File: src/rtl/iram_pkg.sv
package iram_pkg;
  typedef enum logic [2:0] {
    OP_NOP  = 3'd0,
    OP_REG  = 3'd1,
    OP_DIR  = 3'd2,
    OP_BIT  = 3'd3,
    OP_PUSH = 3'd4,
    OP_POP  = 3'd5
  } op_e;
endpackage

File: src/rtl/iram_addr_map.sv
module iram_addr_map
  import iram_pkg::*;
#(
  parameter int AW = 8,
  parameter int DW = 8,
  parameter int BANK_W = 2,
  parameter int REG_W = 3,
  parameter logic [AW-1:0] BIT_BASE = 8'h20
) (
  input  logic [2:0]        op_i,
  input  logic [BANK_W-1:0] bank_i,
  input  logic [REG_W-1:0]  reg_i,
  input  logic [AW-1:0]     addr_i,
  input  logic [AW-1:0]     sp_i,
  output logic [AW-1:0]     tgt_o,
  output logic              is_bit_o,
  output logic              is_stack_o,
  output logic              hit_int_o,
  output logic              hit_sfr_o,
  output logic              stack_err_o
);
  localparam int BIT_IDX_W = $clog2(DW);

  logic valid;

  always_comb begin
    tgt_o      = '0;
    is_bit_o   = 1'b0;
    is_stack_o = 1'b0;
    valid      = 1'b1;
    case (op_i)
      OP_REG:  tgt_o = AW'({bank_i, reg_i});
      OP_DIR:  tgt_o = addr_i;
      OP_BIT: begin
        is_bit_o = 1'b1;
        // upper half: SFR byte holding the bit; lower half: bit window
        tgt_o = addr_i[AW-1] ? (addr_i & ~AW'(DW-1))
                             : BIT_BASE + (addr_i >> BIT_IDX_W);
      end
      OP_PUSH: begin
        is_stack_o = 1'b1;
        tgt_o      = sp_i + AW'(1);
      end
      OP_POP: begin
        is_stack_o = 1'b1;
        tgt_o      = sp_i;
      end
      default: valid = 1'b0;
    endcase
  end

  assign hit_int_o   = valid && !tgt_o[AW-1];
  assign hit_sfr_o   = valid && !is_stack_o && tgt_o[AW-1];
  assign stack_err_o = is_stack_o && tgt_o[AW-1];
endmodule

File: src/rtl/iram_stack_ptr.sv
module iram_stack_ptr #(
  parameter int AW = 8,
  parameter logic [AW-1:0] SP_RST = 8'h07
) (
  input  logic          clk_i,
  input  logic          rst_ni,
  input  logic          push_ok_i,
  input  logic          pop_ok_i,
  output logic [AW-1:0] sp_o
);
  always_ff @(posedge clk_i or negedge rst_ni) begin
    if (!rst_ni)        sp_o <= SP_RST;
    else if (push_ok_i) sp_o <= sp_o + AW'(1);
    else if (pop_ok_i)  sp_o <= sp_o - AW'(1);
  end
endmodule

File: src/rtl/iram_store.sv
module iram_store #(
  parameter int DW = 8,
  parameter int DEPTH = 128,
  localparam int IDX_W = $clog2(DEPTH),
  localparam int BIT_IDX_W = $clog2(DW)
) (
  input  logic                 clk_i,
  input  logic                 rst_ni,
  input  logic                 byte_we_i,
  input  logic                 bit_we_i,
  input  logic [IDX_W-1:0]     idx_i,
  input  logic [DW-1:0]        wdata_i,
  input  logic [BIT_IDX_W-1:0] bit_idx_i,
  input  logic                 wbit_i,
  output logic [DW-1:0]        rdata_o
);
  logic [DW-1:0] mem_q [DEPTH];

  always_ff @(posedge clk_i or negedge rst_ni) begin
    if (!rst_ni) begin
      for (int i = 0; i < DEPTH; i++) mem_q[i] <= '0;
    end else if (byte_we_i) begin
      mem_q[idx_i] <= wdata_i;
    end else if (bit_we_i) begin
      mem_q[idx_i][bit_idx_i] <= wbit_i;  // single-cycle read-modify-write
    end
  end

  assign rdata_o = mem_q[idx_i];
endmodule

File: src/rtl/iram_bank_stack.sv
module iram_bank_stack
  import iram_pkg::*;
#(
  parameter int DW = 8,
  parameter int AW = 8,
  parameter int DEPTH = 128,
  parameter int BANK_W = 2,
  parameter int REG_W = 3,
  parameter logic [AW-1:0] BIT_BASE = 8'h20,
  parameter logic [AW-1:0] SP_RST = 8'h07
) (
  input  logic                      clk_i,
  input  logic                      rst_ni,
  input  logic [2:0]                op_i,
  input  logic                      we_i,
  input  logic [BANK_W-1:0]         bank_i,
  input  logic [REG_W-1:0]          reg_i,
  input  logic [AW-1:0]             addr_i,
  input  logic [DW-1:0]             wdata_i,
  input  logic                      wbit_i,
  output logic [DW-1:0]             rdata_o,
  output logic                      rbit_o,
  output logic                      rvalid_o,
  output logic [AW-1:0]             sp_o,
  output logic                      stack_err_o,
  output logic                      sfr_sel_o,
  output logic                      sfr_we_o,
  output logic [AW-1:0]             sfr_addr_o,
  output logic [DW-1:0]             sfr_wdata_o,
  output logic                      sfr_bitop_o,
  output logic [$clog2(DW)-1:0]     sfr_bit_idx_o,
  output logic                      sfr_wbit_o,
  output logic                      sfr_bitable_o
);
  localparam int IDX_W = $clog2(DEPTH);
  localparam int BIT_IDX_W = $clog2(DW);

  logic [AW-1:0]        tgt;
  logic                 is_bit, is_stack, hit_int, hit_sfr, stk_err;
  logic                 is_word, byte_we, bit_we, rd_en, push_ok, pop_ok;
  logic [DW-1:0]        mem_rd;
  logic [BIT_IDX_W-1:0] bit_idx;

  iram_addr_map #(
    .AW(AW), .DW(DW), .BANK_W(BANK_W), .REG_W(REG_W), .BIT_BASE(BIT_BASE)
  ) u_map (
    .op_i(op_i), .bank_i(bank_i), .reg_i(reg_i), .addr_i(addr_i), .sp_i(sp_o),
    .tgt_o(tgt), .is_bit_o(is_bit), .is_stack_o(is_stack),
    .hit_int_o(hit_int), .hit_sfr_o(hit_sfr), .stack_err_o(stk_err)
  );

  assign bit_idx = addr_i[BIT_IDX_W-1:0];
  assign is_word = (op_i == OP_REG) || (op_i == OP_DIR);
  assign push_ok = (op_i == OP_PUSH) && !stk_err;
  assign pop_ok  = (op_i == OP_POP) && !stk_err;
  assign byte_we = hit_int && ((is_word && we_i) || push_ok);
  assign bit_we  = hit_int && is_bit && we_i;
  assign rd_en   = hit_int && (((is_word || is_bit) && !we_i) || pop_ok);

  iram_stack_ptr #(.AW(AW), .SP_RST(SP_RST)) u_sp (
    .clk_i(clk_i), .rst_ni(rst_ni), .push_ok_i(push_ok), .pop_ok_i(pop_ok),
    .sp_o(sp_o)
  );

  iram_store #(.DW(DW), .DEPTH(DEPTH)) u_store (
    .clk_i(clk_i), .rst_ni(rst_ni), .byte_we_i(byte_we), .bit_we_i(bit_we),
    .idx_i(tgt[IDX_W-1:0]), .wdata_i(wdata_i), .bit_idx_i(bit_idx),
    .wbit_i(wbit_i), .rdata_o(mem_rd)
  );

  always_ff @(posedge clk_i or negedge rst_ni) begin
    if (!rst_ni) begin
      rvalid_o    <= 1'b0;
      rdata_o     <= '0;
      rbit_o      <= 1'b0;
      stack_err_o <= 1'b0;
    end else begin
      rvalid_o    <= rd_en;
      rdata_o     <= (rd_en && !is_bit) ? mem_rd : '0;
      rbit_o      <= rd_en && is_bit && mem_rd[bit_idx];
      stack_err_o <= stk_err;
    end
  end

  assign sfr_sel_o     = hit_sfr;
  assign sfr_we_o      = hit_sfr && we_i;
  assign sfr_addr_o    = hit_sfr ? tgt : '0;
  assign sfr_wdata_o   = hit_sfr ? wdata_i : '0;
  assign sfr_bitop_o   = hit_sfr && is_bit;
  assign sfr_bit_idx_o = (hit_sfr && is_bit) ? bit_idx : '0;
  assign sfr_wbit_o    = hit_sfr && is_bit && wbit_i;
  assign sfr_bitable_o = hit_sfr && (tgt[BIT_IDX_W-1:0] == '0);
endmodule

File: config.mk
export PLATFORM = sky130hd
export DESIGN_NAME = iram_bank_stack
export DESIGN_NICKNAME = d
export VERILOG_FILES = /design/src/rtl/iram_pkg.sv /design/src/rtl/iram_addr_map.sv /design/src/rtl/iram_stack_ptr.sv /design/src/rtl/iram_store.sv /design/src/rtl/iram_bank_stack.sv
export SDC_FILE = /design/constraint.sdc
export NUM_CORES = 2
export LEC_CHECK = 0
export BUFFER_PORTS_ARGS = -buffer_cell sky130_fd_sc_hd__buf_4
export CAP_MARGIN = 40
export CORE_MARGIN = 2
export CORE_UTILIZATION = 30
export DETAILED_ROUTE_END_ITERATION = 8
export SYNTH_ARGS = -nofsm -noshare
export SYNTH_HDL_FRONTEND = slang
export SYNTH_SLANG_ARGS = --single-unit
File: constraint.sdc
create_clock -name clk_i -period 6.1 [get_ports clk_i]
set_input_delay 0.915 -clock clk_i [delete_from_list [all_inputs] [get_ports clk_i]]
set_output_delay 0.915 -clock clk_i [all_outputs]
set_load 0.05 [all_outputs]
==> impl_metrics.json <==
{
  "multi_input_area_um2": 22000,
  "skew_ns": 0.0327,
  "cts_buffers": 114,
  "cts.repair.resized": 0,
  "ios": 71,
  "critical-path-top-delay-family": "compound AO/OA/AOI/OAI gates",
  "combPwrFrac_pct": 25.7,
  "grt_pass1_vias": 37500,
  "crit_fanout": 58,
  "path_cells": "inv_1, ha_1, and4bb_2, or2_1, nor2_4, buf_12, buf_4, a21oi_1, a221oi_1, o221ai_1, a211oi_1, or4_1, nor2_1, a311o_1, nor3_2",
  "worst_path_max_delay_cell": "dfstp_2",
  "num-fill-cells": 16200,
  "p_int_w": 0.0134,
  "p_sw_share_pct": 34.5,
  "min_path_type": "primary input to async pin",
  "relSlewSlack_pct": 34.9,
  "ir_worst_vdd_uv": 266,
  "antenna_found_initial": 8,
  "grt_overflow": 0,
  "yosysSeqAreaShare_pct": 52.7,
  "drive_gt1_share_pct": 31.2,
  "syn_area_per_cell_um2": 11.2,
  "setup_viol": 0,
  "cts_max_path_buffers": 3,
  "synth_nets": 4441,
  "synth_edf_count": 0,
  "crit_buf_inv": 3,
  "place_hpwl_mm": 130,
  "ant_nets": 0,
  "initial_utilization_pct": 30.1,
  "insertion_delay_ns": 0.73,
  "r2r_cells": 15,
  "wl_per_cell_um": 28.8,
  "rrSetupSlack_ns": 0.95,
  "ctsHoldBuffers": 0,
  "wl_mm": 195,
  "yosys.area.top_type": "dfrtp_1",
  "critPathMaxStageDelay_ns": 0.62,
  "hold_viol": 0,
  "p_leak_nw": 26.5,
  "start_kind": "register",
  "die-area_um2": 169000,
  "yosys_warnings": 0,
  "yosysMostFrequentCell": "dfrtp_1",
  "slew_viol_final": 0,
  "yosysUniqueCellTypes": 98,
  "vias": 39400,
  "arrival_ns": 5.80,
  "setup_tns_ns": 0,
  "drt_iter0_markers": 4624,
  "area_delta_synth_final_pct": 15.8,
  "viasPerCell": 5.82,
  "synth.top_cell.area_share_pct": 52.5,
  "worst_pin_slew_ns": 0.966,
  "ys.flop_type": "dfrtp_1",
  "period_share_pct": 84.5,
  "reg2reg_to": "rbit_o",
  "remaining_drc_errors": 0,
  "synth_top_cells_by_area": "dfrtp_1 52%, mux2_2 19%, nand2_1 4.3%",
  "ys_seq_elements": 1043,
  "synthCells": 4411,
  "synth_commonest_cells": "1040 x dfrtp_1, 818 x mux2_2, 568 x nand2_1",
  "outcome": "finished, final reports clean",
  "critPathCaptureType": "register",
  "path_depth": 15,
  "p_per_area_nw_per_um2": 358,
  "cts_setup_buffers": 0,
  "cts_num_sinks": 1043,
  "fp-row-count": 149,
  "register_area_um2": 26100,
  "nets": 4506,
  "gp_congestion": 1.02,
  "die_x_um": 411,
  "final_util_pct": 34.9,
  "cap_violations": 0,
  "path_class": "register to register",
  "switchingPower_w": 0.00709,
  "seq_power_share_pct": 39.3,
  "fmax_ghz": 0.194,
  "synth-async-reset-ratio_pct": 100,
  "cts_max_level": 3,
  "syn_area_um2": 49600,
  "die_y_um": 411,
  "r2r_start": "u_sp.sp_o[0]",
  "grt_first_pass_wirelength_mm": 278,
  "io_buffer_count": 70,
  "placedCellCount": 6549,
  "grt_max_degree": 161,
  "required_ns": 6.75,
  "layout_min_cycle_time_ns": 5.15,
  "cts_root_buf": "clkbuf_16",
  "drt_pass1_iterations": 5,
  "grt_setup_unrepaired": "false",
  "tritoncts": "built",
  "clkSlewWorstSetupHoldPaths_ns": 0.06,
  "core_um2": 165000,
  "final_cells": 6767,
  "grt_use_total_pct": 22.5,
  "clkPwrFrac_pct": 35.0
}
-- worst max path at each step --
stage / start / endpoint
2_1_floorplan: u_sp.sp_o[0] / sfr_bitable_o
6_report: u_sp.sp_o[0] / rbit_o
3_3_place_gp: op_i[0] / rbit_o
3_5_place_dp: op_i[0] / rbit_o
5_1_grt: u_sp.sp_o[0] / rbit_o
4_1_cts: u_sp.sp_o[0] / rdata_o[4]
-- cell families after synthesis --
kind of cell / Yosys count / share of synthesized area (%)
muxes: 914 / 20.9
DFF: 1043 / 52.7
xor gates and xnor gates: 12 / 0.212
AOI/OAI and AO/OA: 1002 / 13.0
and+or+nand+nor: 1080 / 10.0
buffers and inverters: 358 / 3.18
adders and majority gates: 2 / 0.0505
-- power groups by stage --
stage,sequential (W),clock [W],combinational [W]
floorplan,0.00815,0,0.00271
global placement,0.00815,0,0.00503
detailed placement,0.00817,0,0.00509
CTS,0.00805,0.00725,0.00510
global route,0.00814,0.00754,0.00541
finish,0.00808,0.00719,0.00528
-- flip-flops by register name, indices dropped and copies added, names as in the netlist --
signal	count
u_store.mem_q	1024
rdata_o	8
u_sp.sp_o	8
rbit_o	1
rvalid_o	1
stack_err_o	1
-- placed cells by master, fill, tap and decap left out, types with 9 or more instances in the layout --
cell	count
a221oi_1	12
a21oi_1	369
clkbuf_16	117
clkbuf_8	22
buf_4	263
clkbuf_1	17
clkinv_2	34
nor2_1	152
buf_12	24
mux4_2	14
mux2_2	818
bufinv_16	10
nand3_1	66
a2111oi_0	10
o21ai_1	10
o22ai_1	57
o211ai_1	18
o21ai_0	126
and3_1	141
dfrtp_1	1040
nand2_1	568
nor2b_1	11
or2_2	9
nand4_1	9
a31oi_1	81
nor2_2	45
a22oi_1	12
nor3_1	23
inv_1	10
a311oi_1	15
a211oi_1	121
a32oi_1	39
o221ai_1	23
mux2i_1	82
-- metal layers --
layer | track usage [%] | wire [um] | vias up
met1 | 30.3 | 79700 | 20500
met5 | 0 | 43 | -
met4 | 10.9 | 10700 | 6
li1 | - | - | 16200
met2 | 33.6 | 84600 | 2176
met3 | 5.59 | 19700 | 519
-- area by class of cell --
type	count	area share, %
sequential	1043	45.5
multi-input combinational	3010	38.3
clock buffer	156	5.74
tap	2189	4.77
timing repair buffer	297	4.56
clock inverter	55	1.03
inverter	10	0.0654
antenna	7	0.0305
-- stage by stage --
step | hold slack (ns) | cell area (um^2) | setup slack [ns] | power [W]
global placement | 0.454 | 53200 | 0.667 | 0.0132
global route | 0.267 | 57400 | 0.962 | 0.0211
CTS | 0.237 | 57400 | 1.16 | 0.0204
finish | 0.217 | 57400 | 0.947 | 0.0205
floorplan | 0.442 | 49600 | 2.02 | 0.0109
detailed placement | 0.465 | 53500 | 0.840 | 0.0133
Note: power is estimated with default switching activity, not from simulation.
